[config.mk]
export PLATFORM = sky130hd
export DESIGN_NAME = dma_irq_bank
export DESIGN_NICKNAME = d
export VERILOG_FILES = /design/src/rtl/dma_irq_pkg.sv /design/src/rtl/dma_bank_decode.sv /design/src/rtl/dma_alias_reg.sv /design/src/rtl/dma_chan_reset.sv /design/src/rtl/dma_irq_bank.sv
export SDC_FILE = /design/constraint.sdc
export NUM_CORES = 1
export LEC_CHECK = 0
export ABC_AREA = 1
export ABC_CLOCK_PERIOD_IN_PS = 4800
export CAP_MARGIN = 10
export CORE_MARGIN = 3
export CORE_UTILIZATION = 60
export DETAILED_ROUTE_END_ITERATION = 12
export GPL_TIMING_DRIVEN = 0
export PLACE_DENSITY = 0.86
export SETUP_SLACK_MARGIN = 0.5
export SYNTH_ARGS = -nofsm -noshare
export SYNTH_HDL_FRONTEND = slang
export SYNTH_SLANG_ARGS = --single-unit
[constraint.sdc]
create_clock -name clk -period 4.8 [get_ports clk]
set_clock_uncertainty 0.05 [all_clocks]
set_input_delay 0.48 -clock clk [delete_from_list [all_inputs] [get_ports clk]]
set_output_delay 0.48 -clock clk [all_outputs]
set_load 0.02 [all_outputs]
[src/rtl/dma_irq_pkg.sv]
package dma_irq_pkg;

    typedef enum logic [1:0] {
        OP_WRITE  = 2'd0,
        OP_SET    = 2'd1,
        OP_CLEAR  = 2'd2,
        OP_TOGGLE = 2'd3
    } alias_op_e;

    typedef enum logic [1:0] {
        GRP_RESET = 2'd0,
        GRP_DONE  = 2'd1,
        GRP_ERROR = 2'd2,
        GRP_NONE  = 2'd3
    } reg_grp_e;

    typedef enum logic [1:0] {
        CR_IDLE    = 2'd0,
        CR_PULSE   = 2'd1,
        CR_RELEASE = 2'd2
    } chrst_state_e;

endpackage

[src/rtl/dma_bank_decode.sv]
module dma_bank_decode
    import dma_irq_pkg::*;
(
    input  logic [7:0] addr,
    input  logic       wr,
    output reg_grp_e   grp,
    output alias_op_e  op,
    output logic       wr_reset,
    output logic       wr_done,
    output logic       wr_error
);
    logic legal;

    always_comb begin
        legal = (addr[1:0] == 2'b00) && (addr[7:6] == 2'b00) && (addr[5:4] != 2'b11);
        op    = alias_op_e'(addr[3:2]);
        grp   = legal ? reg_grp_e'(addr[5:4]) : GRP_NONE;
    end

    always_comb begin
        wr_reset = wr && (grp == GRP_RESET);
        wr_done  = wr && (grp == GRP_DONE);
        wr_error = wr && (grp == GRP_ERROR);
    end

endmodule

[src/rtl/dma_alias_reg.sv]
module dma_alias_reg
    import dma_irq_pkg::*;
#(
    parameter int W = 32
) (
    input  logic         clk,
    input  logic         rst_n,
    input  logic         wr_en,
    input  alias_op_e    op,
    input  logic [W-1:0] wdata,
    input  logic [W-1:0] hw_mask,
    input  logic [W-1:0] hw_data,
    output logic [W-1:0] q
);
    logic [W-1:0] sw_next;
    logic [W-1:0] d;

    always_comb begin
        sw_next = q;
        if (wr_en) begin
            unique case (op)
                OP_WRITE:  sw_next = wdata;
                OP_SET:    sw_next = q | wdata;
                OP_CLEAR:  sw_next = q & ~wdata;
                OP_TOGGLE: sw_next = q ^ wdata;
            endcase
        end
        d = (sw_next & ~hw_mask) | (hw_data & hw_mask);
    end

    always_ff @(posedge clk or negedge rst_n) begin
        if (!rst_n) q <= '0;
        else        q <= d;
    end

    // a set access never drops a bit that no event touched
    a_r5_set_keeps: assert property (@(posedge clk) disable iff (!rst_n)
        (wr_en && op == OP_SET) |=>
            ((q & $past(q) & ~$past(hw_mask)) == ($past(q) & ~$past(hw_mask))));

    // a clear access zeroes the written ones that no event touched
    a_r5_clear_zeroes: assert property (@(posedge clk) disable iff (!rst_n)
        (wr_en && op == OP_CLEAR) |=> ((q & $past(wdata & ~hw_mask)) == '0));

    // an event's value always lands, whatever software did
    a_r6_event_wins: assert property (@(posedge clk) disable iff (!rst_n)
        (|hw_mask) |=> (((q ^ $past(hw_data)) & $past(hw_mask)) == '0));

endmodule

[src/rtl/dma_chan_reset.sv]
module dma_chan_reset
    import dma_irq_pkg::*;
#(
    parameter int RST_CYCLES = 4
) (
    input  logic clk,
    input  logic rst_n,
    input  logic start,
    output logic busy,
    output logic pulse
);
    localparam int CW = (RST_CYCLES > 1) ? $clog2(RST_CYCLES) : 1;
    localparam logic [CW-1:0] LAST = CW'(RST_CYCLES - 1);

    chrst_state_e state, state_d;
    logic [CW-1:0] cnt, cnt_d;

    always_comb begin
        state_d = state;
        cnt_d   = cnt;
        unique case (state)
            CR_IDLE: begin
                cnt_d = '0;
                if (start) state_d = CR_PULSE;
            end
            CR_PULSE: begin
                if (cnt == LAST) state_d = CR_RELEASE;
                else             cnt_d   = cnt + 1'b1;
            end
            CR_RELEASE: begin
                cnt_d   = '0;
                state_d = CR_IDLE;
            end
            default: state_d = CR_IDLE;
        endcase
    end

    always_ff @(posedge clk or negedge rst_n) begin
        if (!rst_n) begin
            state <= CR_IDLE;
            cnt   <= '0;
        end else begin
            state <= state_d;
            cnt   <= cnt_d;
        end
    end

    always_comb begin
        pulse = (state == CR_PULSE);
        busy  = (state != CR_IDLE);
    end

    // independent run-length counter for the pulse-width check
    logic [31:0] run_len;
    always_ff @(posedge clk or negedge rst_n) begin
        if (!rst_n)     run_len <= '0;
        else if (pulse) run_len <= run_len + 1;
        else            run_len <= '0;
    end

    // the pulse never runs longer than RST_CYCLES
    a_r8_pulse_len: assert property (@(posedge clk) disable iff (!rst_n)
        run_len <= RST_CYCLES);

    // a pulse only begins after a start request
    a_r8_pulse_needs_start: assert property (@(posedge clk) disable iff (!rst_n)
        $rose(pulse) |-> $past(start));

    // a start seen while busy does not reopen the pulse
    a_r9_busy_no_restart: assert property (@(posedge clk) disable iff (!rst_n)
        (busy && !pulse && start) |=> !pulse);

endmodule

[src/rtl/dma_irq_bank.sv]
module dma_irq_bank
    import dma_irq_pkg::*;
#(
    parameter int NCH        = 16,
    parameter int DW         = 32,
    parameter int RST_CYCLES = 4
) (
    input  logic           clk,
    input  logic           rst_n,
    input  logic           bus_wr,
    input  logic [7:0]     bus_addr,
    input  logic [DW-1:0]  bus_wdata,
    output logic [DW-1:0]  bus_rdata,
    input  logic [NCH-1:0] cmplt_evt,
    input  logic [NCH-1:0] err_evt,
    input  logic [NCH-1:0] err_is_bus,
    output logic [NCH-1:0] irq,
    output logic [NCH-1:0] chan_rst
);
    localparam int RW = 2 * NCH;

    reg_grp_e  grp;
    alias_op_e op;
    logic      wr_reset, wr_done, wr_error;

    dma_bank_decode u_dec (
        .addr     (bus_addr),
        .wr       (bus_wr),
        .grp      (grp),
        .op       (op),
        .wr_reset (wr_reset),
        .wr_done  (wr_done),
        .wr_error (wr_error)
    );

    logic [RW-1:0] done_q, err_q;
    logic [RW-1:0] done_mask, done_data, err_mask, err_data;

    always_comb begin
        done_mask = {{NCH{1'b0}}, cmplt_evt};
        done_data = {RW{1'b1}};
        err_mask  = {err_evt, err_evt};
        err_data  = {err_is_bus, {NCH{1'b1}}};
    end

    dma_alias_reg #(.W(RW)) u_done (
        .clk     (clk),
        .rst_n   (rst_n),
        .wr_en   (wr_done),
        .op      (op),
        .wdata   (bus_wdata[RW-1:0]),
        .hw_mask (done_mask),
        .hw_data (done_data),
        .q       (done_q)
    );

    dma_alias_reg #(.W(RW)) u_err (
        .clk     (clk),
        .rst_n   (rst_n),
        .wr_en   (wr_error),
        .op      (op),
        .wdata   (bus_wdata[RW-1:0]),
        .hw_mask (err_mask),
        .hw_data (err_data),
        .q       (err_q)
    );

    logic [NCH-1:0] start, busy;

    always_comb begin
        start = '0;
        if (wr_reset && op != OP_CLEAR) start = bus_wdata[NCH-1:0];
    end

    for (genvar n = 0; n < NCH; n++) begin : g_ch
        dma_chan_reset #(.RST_CYCLES(RST_CYCLES)) u_rst (
            .clk   (clk),
            .rst_n (rst_n),
            .start (start[n]),
            .busy  (busy[n]),
            .pulse (chan_rst[n])
        );
    end

    always_comb begin
        irq = (done_q[NCH-1:0] & done_q[RW-1:NCH]) | err_q[NCH-1:0];
    end

    always_comb begin
        bus_rdata = '0;
        unique case (grp)
            GRP_RESET: bus_rdata[NCH-1:0] = busy;
            GRP_DONE:  bus_rdata[RW-1:0]  = done_q;
            GRP_ERROR: bus_rdata[RW-1:0]  = err_q;
            GRP_NONE:  bus_rdata          = '0;
        endcase
    end

    initial begin
        if (RW > DW) $error("dma_irq_bank: DW must hold two bits per channel");
    end

    // an error event raises its interrupt on the next cycle
    a_r7_err_raises_irq: assert property (@(posedge clk) disable iff (!rst_n)
        (|err_evt) |=> ((irq & $past(err_evt)) == $past(err_evt)));

    // a completion event is never lost to a same-cycle write
    a_r6_done_sticks: assert property (@(posedge clk) disable iff (!rst_n)
        (|cmplt_evt) |=> ((done_q[NCH-1:0] & $past(cmplt_evt)) == $past(cmplt_evt)));

    // the error qualifier follows the event input
    a_r4_qualifier: assert property (@(posedge clk) disable iff (!rst_n)
        (|err_evt) |=> (((err_q[RW-1:NCH] ^ $past(err_is_bus)) & $past(err_evt)) == '0));

    // the clear alias never starts a reset
    a_r8_clear_inert: assert property (@(posedge clk) disable iff (!rst_n)
        (wr_reset && op == OP_CLEAR && busy == '0) |=> (chan_rst == '0));

endmodule

==> run metrics <==
vias in the first global route 9703; Hold Crit Class reg -> reg; routed wire length 30200 µm; crit end category primary output; Residual DRC 0; # diodes 0; # setup viols final 0; routed vias 10200; switching power 943 µW; TritonCTS clock tree yes; CTS buffer count 17; gr usage total 33.2%; critical path depth in cells 13; Final ANT Viol Nets 0; post-synth top area share 32.1%; R2R cell count 6; fin crit share 82.3%; Core Region 16100 µm²; Tmin final 3.95 ns; row cnt 46; hold depth 1; initial core utilization 62.2%; CP Class in -> out; clock latency at the later pin of the worst-skew pair 0.44 ns; clk slew on worst S/H paths 0.06 ns; Port-buffer cells 153; combinational power share 18.1%; synth top area cells dfrtp_1 (32%), ha_1 (19%), nand2_1 (14%), inv_1 (8.3%), nand3_1 (8.0%); CP top delay family buffers and inverters; post-synthesis cell type count 19; die extent in x 135 µm; TritonCTS sink count 128; sequential share of power 39.2%; PwrDens 243 nW/µm²; P_int 2070 µW; multi-input logic area 5580 µm²; vias per cell 5.57; register area share after synthesis 32.1%; Layout Area Growth over Synthesis 24.2%; outcome completed; Clock Power Share 42.7%; CTS H-tree lvls 4; Synth Cell Area 9980 µm²; Critical Path Start Type input port; FMAX 253 MHz; Worst Tran Pin Value 0.719 ns; crit path max fanout 10; Slew HR 52.0%; GP Congestion 0.942; WP buf/inv 6; CP required 4.27 ns; ratio of cells with drive above 1 in the final layout 5.57%; area leader, netlist dfrtp_1; Nets 1843; initial antenna violation count 0; Iteration-0 DRC Markers 997; MaxCap Viol Count 0; RSZ-0062 raised after global routing false; Lkg Pwr 0.00625 µW; slowest stage delay, CP 0.58 ns; slowest cell on the critical path clkdlybuf4s50_1; Syn Nets 1669; pin count of the biggest net entering global routing 76; pins over their slew limit 0; Fin. Hold Viols 0; first drt pass iteration count 5; Placement Setup Slack 0.920 ns; GR Overflow Total 0; first-pass GRT wire length 47600 µm; Clock Tree Buf Depth 2; Filler cells 1177; Sw Ratio 31.3%; HPWL Detailed 22400 µm; Yosys reg bits 128; DIE AREA 18200 µm²; Final WS setup 0.847 ns; peak supply drop 0.285 mV; total power 3020 µW; register area 3200 µm²; Die H 135 µm; DR WL/cell 16.5 µm; syn_area_per_cell 6.98 µm²; crit path cell chain clkdlybuf4s50_1, nor2_1, nand3_1, nor2_1, inv_1, ha_1, buf_4, inv_1, buf_2, o22ai_1, nand2_1, o21ai_0, clkdlybuf4s50_1; Ys Warns 0; Data arrival, critical path 3.42 ns; Ports 155; Post-Syn Instances 1430; Root Buffer clkbuf_16
==> synth_stat cells (all sizes together) <==
| library cell | instances |
|---|---|
| a21oi | 48 |
| buf | 52 |
| clkbuf | 16 |
| dfrtp | 128 |
| ha | 148 |
| inv | 224 |
| nand2 | 381 |
| nand3 | 159 |
| nand4 | 32 |
| nor2 | 148 |
| nor3 | 8 |
| o21ai | 70 |
| o22ai | 16 |
==> logic make-up after synthesis <==
family / after synthesis / synth area share (%)
fa+ha+maj: 148 / 18.5
simple gates: 728 / 30.4
flops: 128 / 32.1
compound gates: 134 / 6.92
buf+inv: 292 / 12.0
==> cell usage in the layout, fill, tap and decap left out, types with 8 or more instances in the layout <==
cell	n
clkdlybuf4s50_1	152
ha_1	148
nor2_1	145
buf_2	33
inv_1	222
o22ai_1	16
nor3_1	8
o21ai_0	70
nand4_1	32
nand2_1	380
nand3_1	159
a21oi_1	48
clkbuf_1	16
dfrtp_1	128
clkbuf_16	17
buf_4	17
==> routing by layer <==
| layer | part of all wire, % | GRT usage [%] | vias up |
|---|---|---|---|
| met2 | 46 | 53.9 | 554 |
| met1 | 40 | 42.6 | 4682 |
| met4 | 4.9 | 15.7 | 0 |
| li1 | - | - | 4854 |
| met5 | 0 | 0 | - |
| met3 | 9.0 | 7.15 | 122 |
==> power by group through the flow <==
stage          Sequential, µW  Combinational [µW]  Clock, µW
5_1_grt                  1190                 608       1340
4_1_cts                  1180                 540       1290
2_1_floorplan            1190                 299          0
6_report                 1180                 546       1290
3_5_place_dp             1200                 532          0
3_3_place_gp             1200                 505          0
==> path summary, 6_finish.rpt <==
| kind | startpoint | end | slack [ns] |
|---|---|---|---|
| setup / recovery | bus_addr[7] | bus_rdata[11] | 0.85 |
| hold / removal | g_ch[3].u_rst.state[1] | g_ch[3].u_rst.state[1] | 0.41 |
| setup reg to reg | u_done.q[27] | u_done.q[27] | 3.48 |
| hold reg to reg | g_ch[3].u_rst.state[1] | g_ch[3].u_rst.state[1] | 0.41 |
| max in group asynchronous | rst_n | u_done.q[9] | 3.40 |
| min in group asynchronous | rst_n | asynchronous set/reset pin | 0.53 |
==> cell type report <==
| cell class | count | share of cell area [%] |
|---|---|---|
| Clock buffer | 17 | 3.43 |
| Clock inverter | 15 | 1.19 |
| Buffer | 68 | 2.91 |
| Tap cell | 216 | 2.18 |
| Sequential cell | 128 | 25.8 |
| Inverter | 224 | 6.78 |
| Timing Repair Buffer | 155 | 12.7 |
| Multi-Input combinational cell | 1010 | 45.0 |
==> repair_timing <==
item,CTS,global route
setup buffers,0,0
hold buffers,1,0
endpoints found under the hold margin,53,0
gates resized for setup,0,0
==> through the flow <==
step,cells,cell area (µm²),hold WS [ns],util (%),TNS [ns]
global route,1833,12400,0.442,77.2,0
CTS,1833,12400,0.411,77.2,0
floorplan,1430,9980,0.134,-,0
finish,1833,12400,0.411,77.2,0
detailed placement,1800,11800,0.402,73.6,0
global placement,1799,11800,0.396,73.4,-260.30
Note: power is estimated with default switching activity, not from simulation.
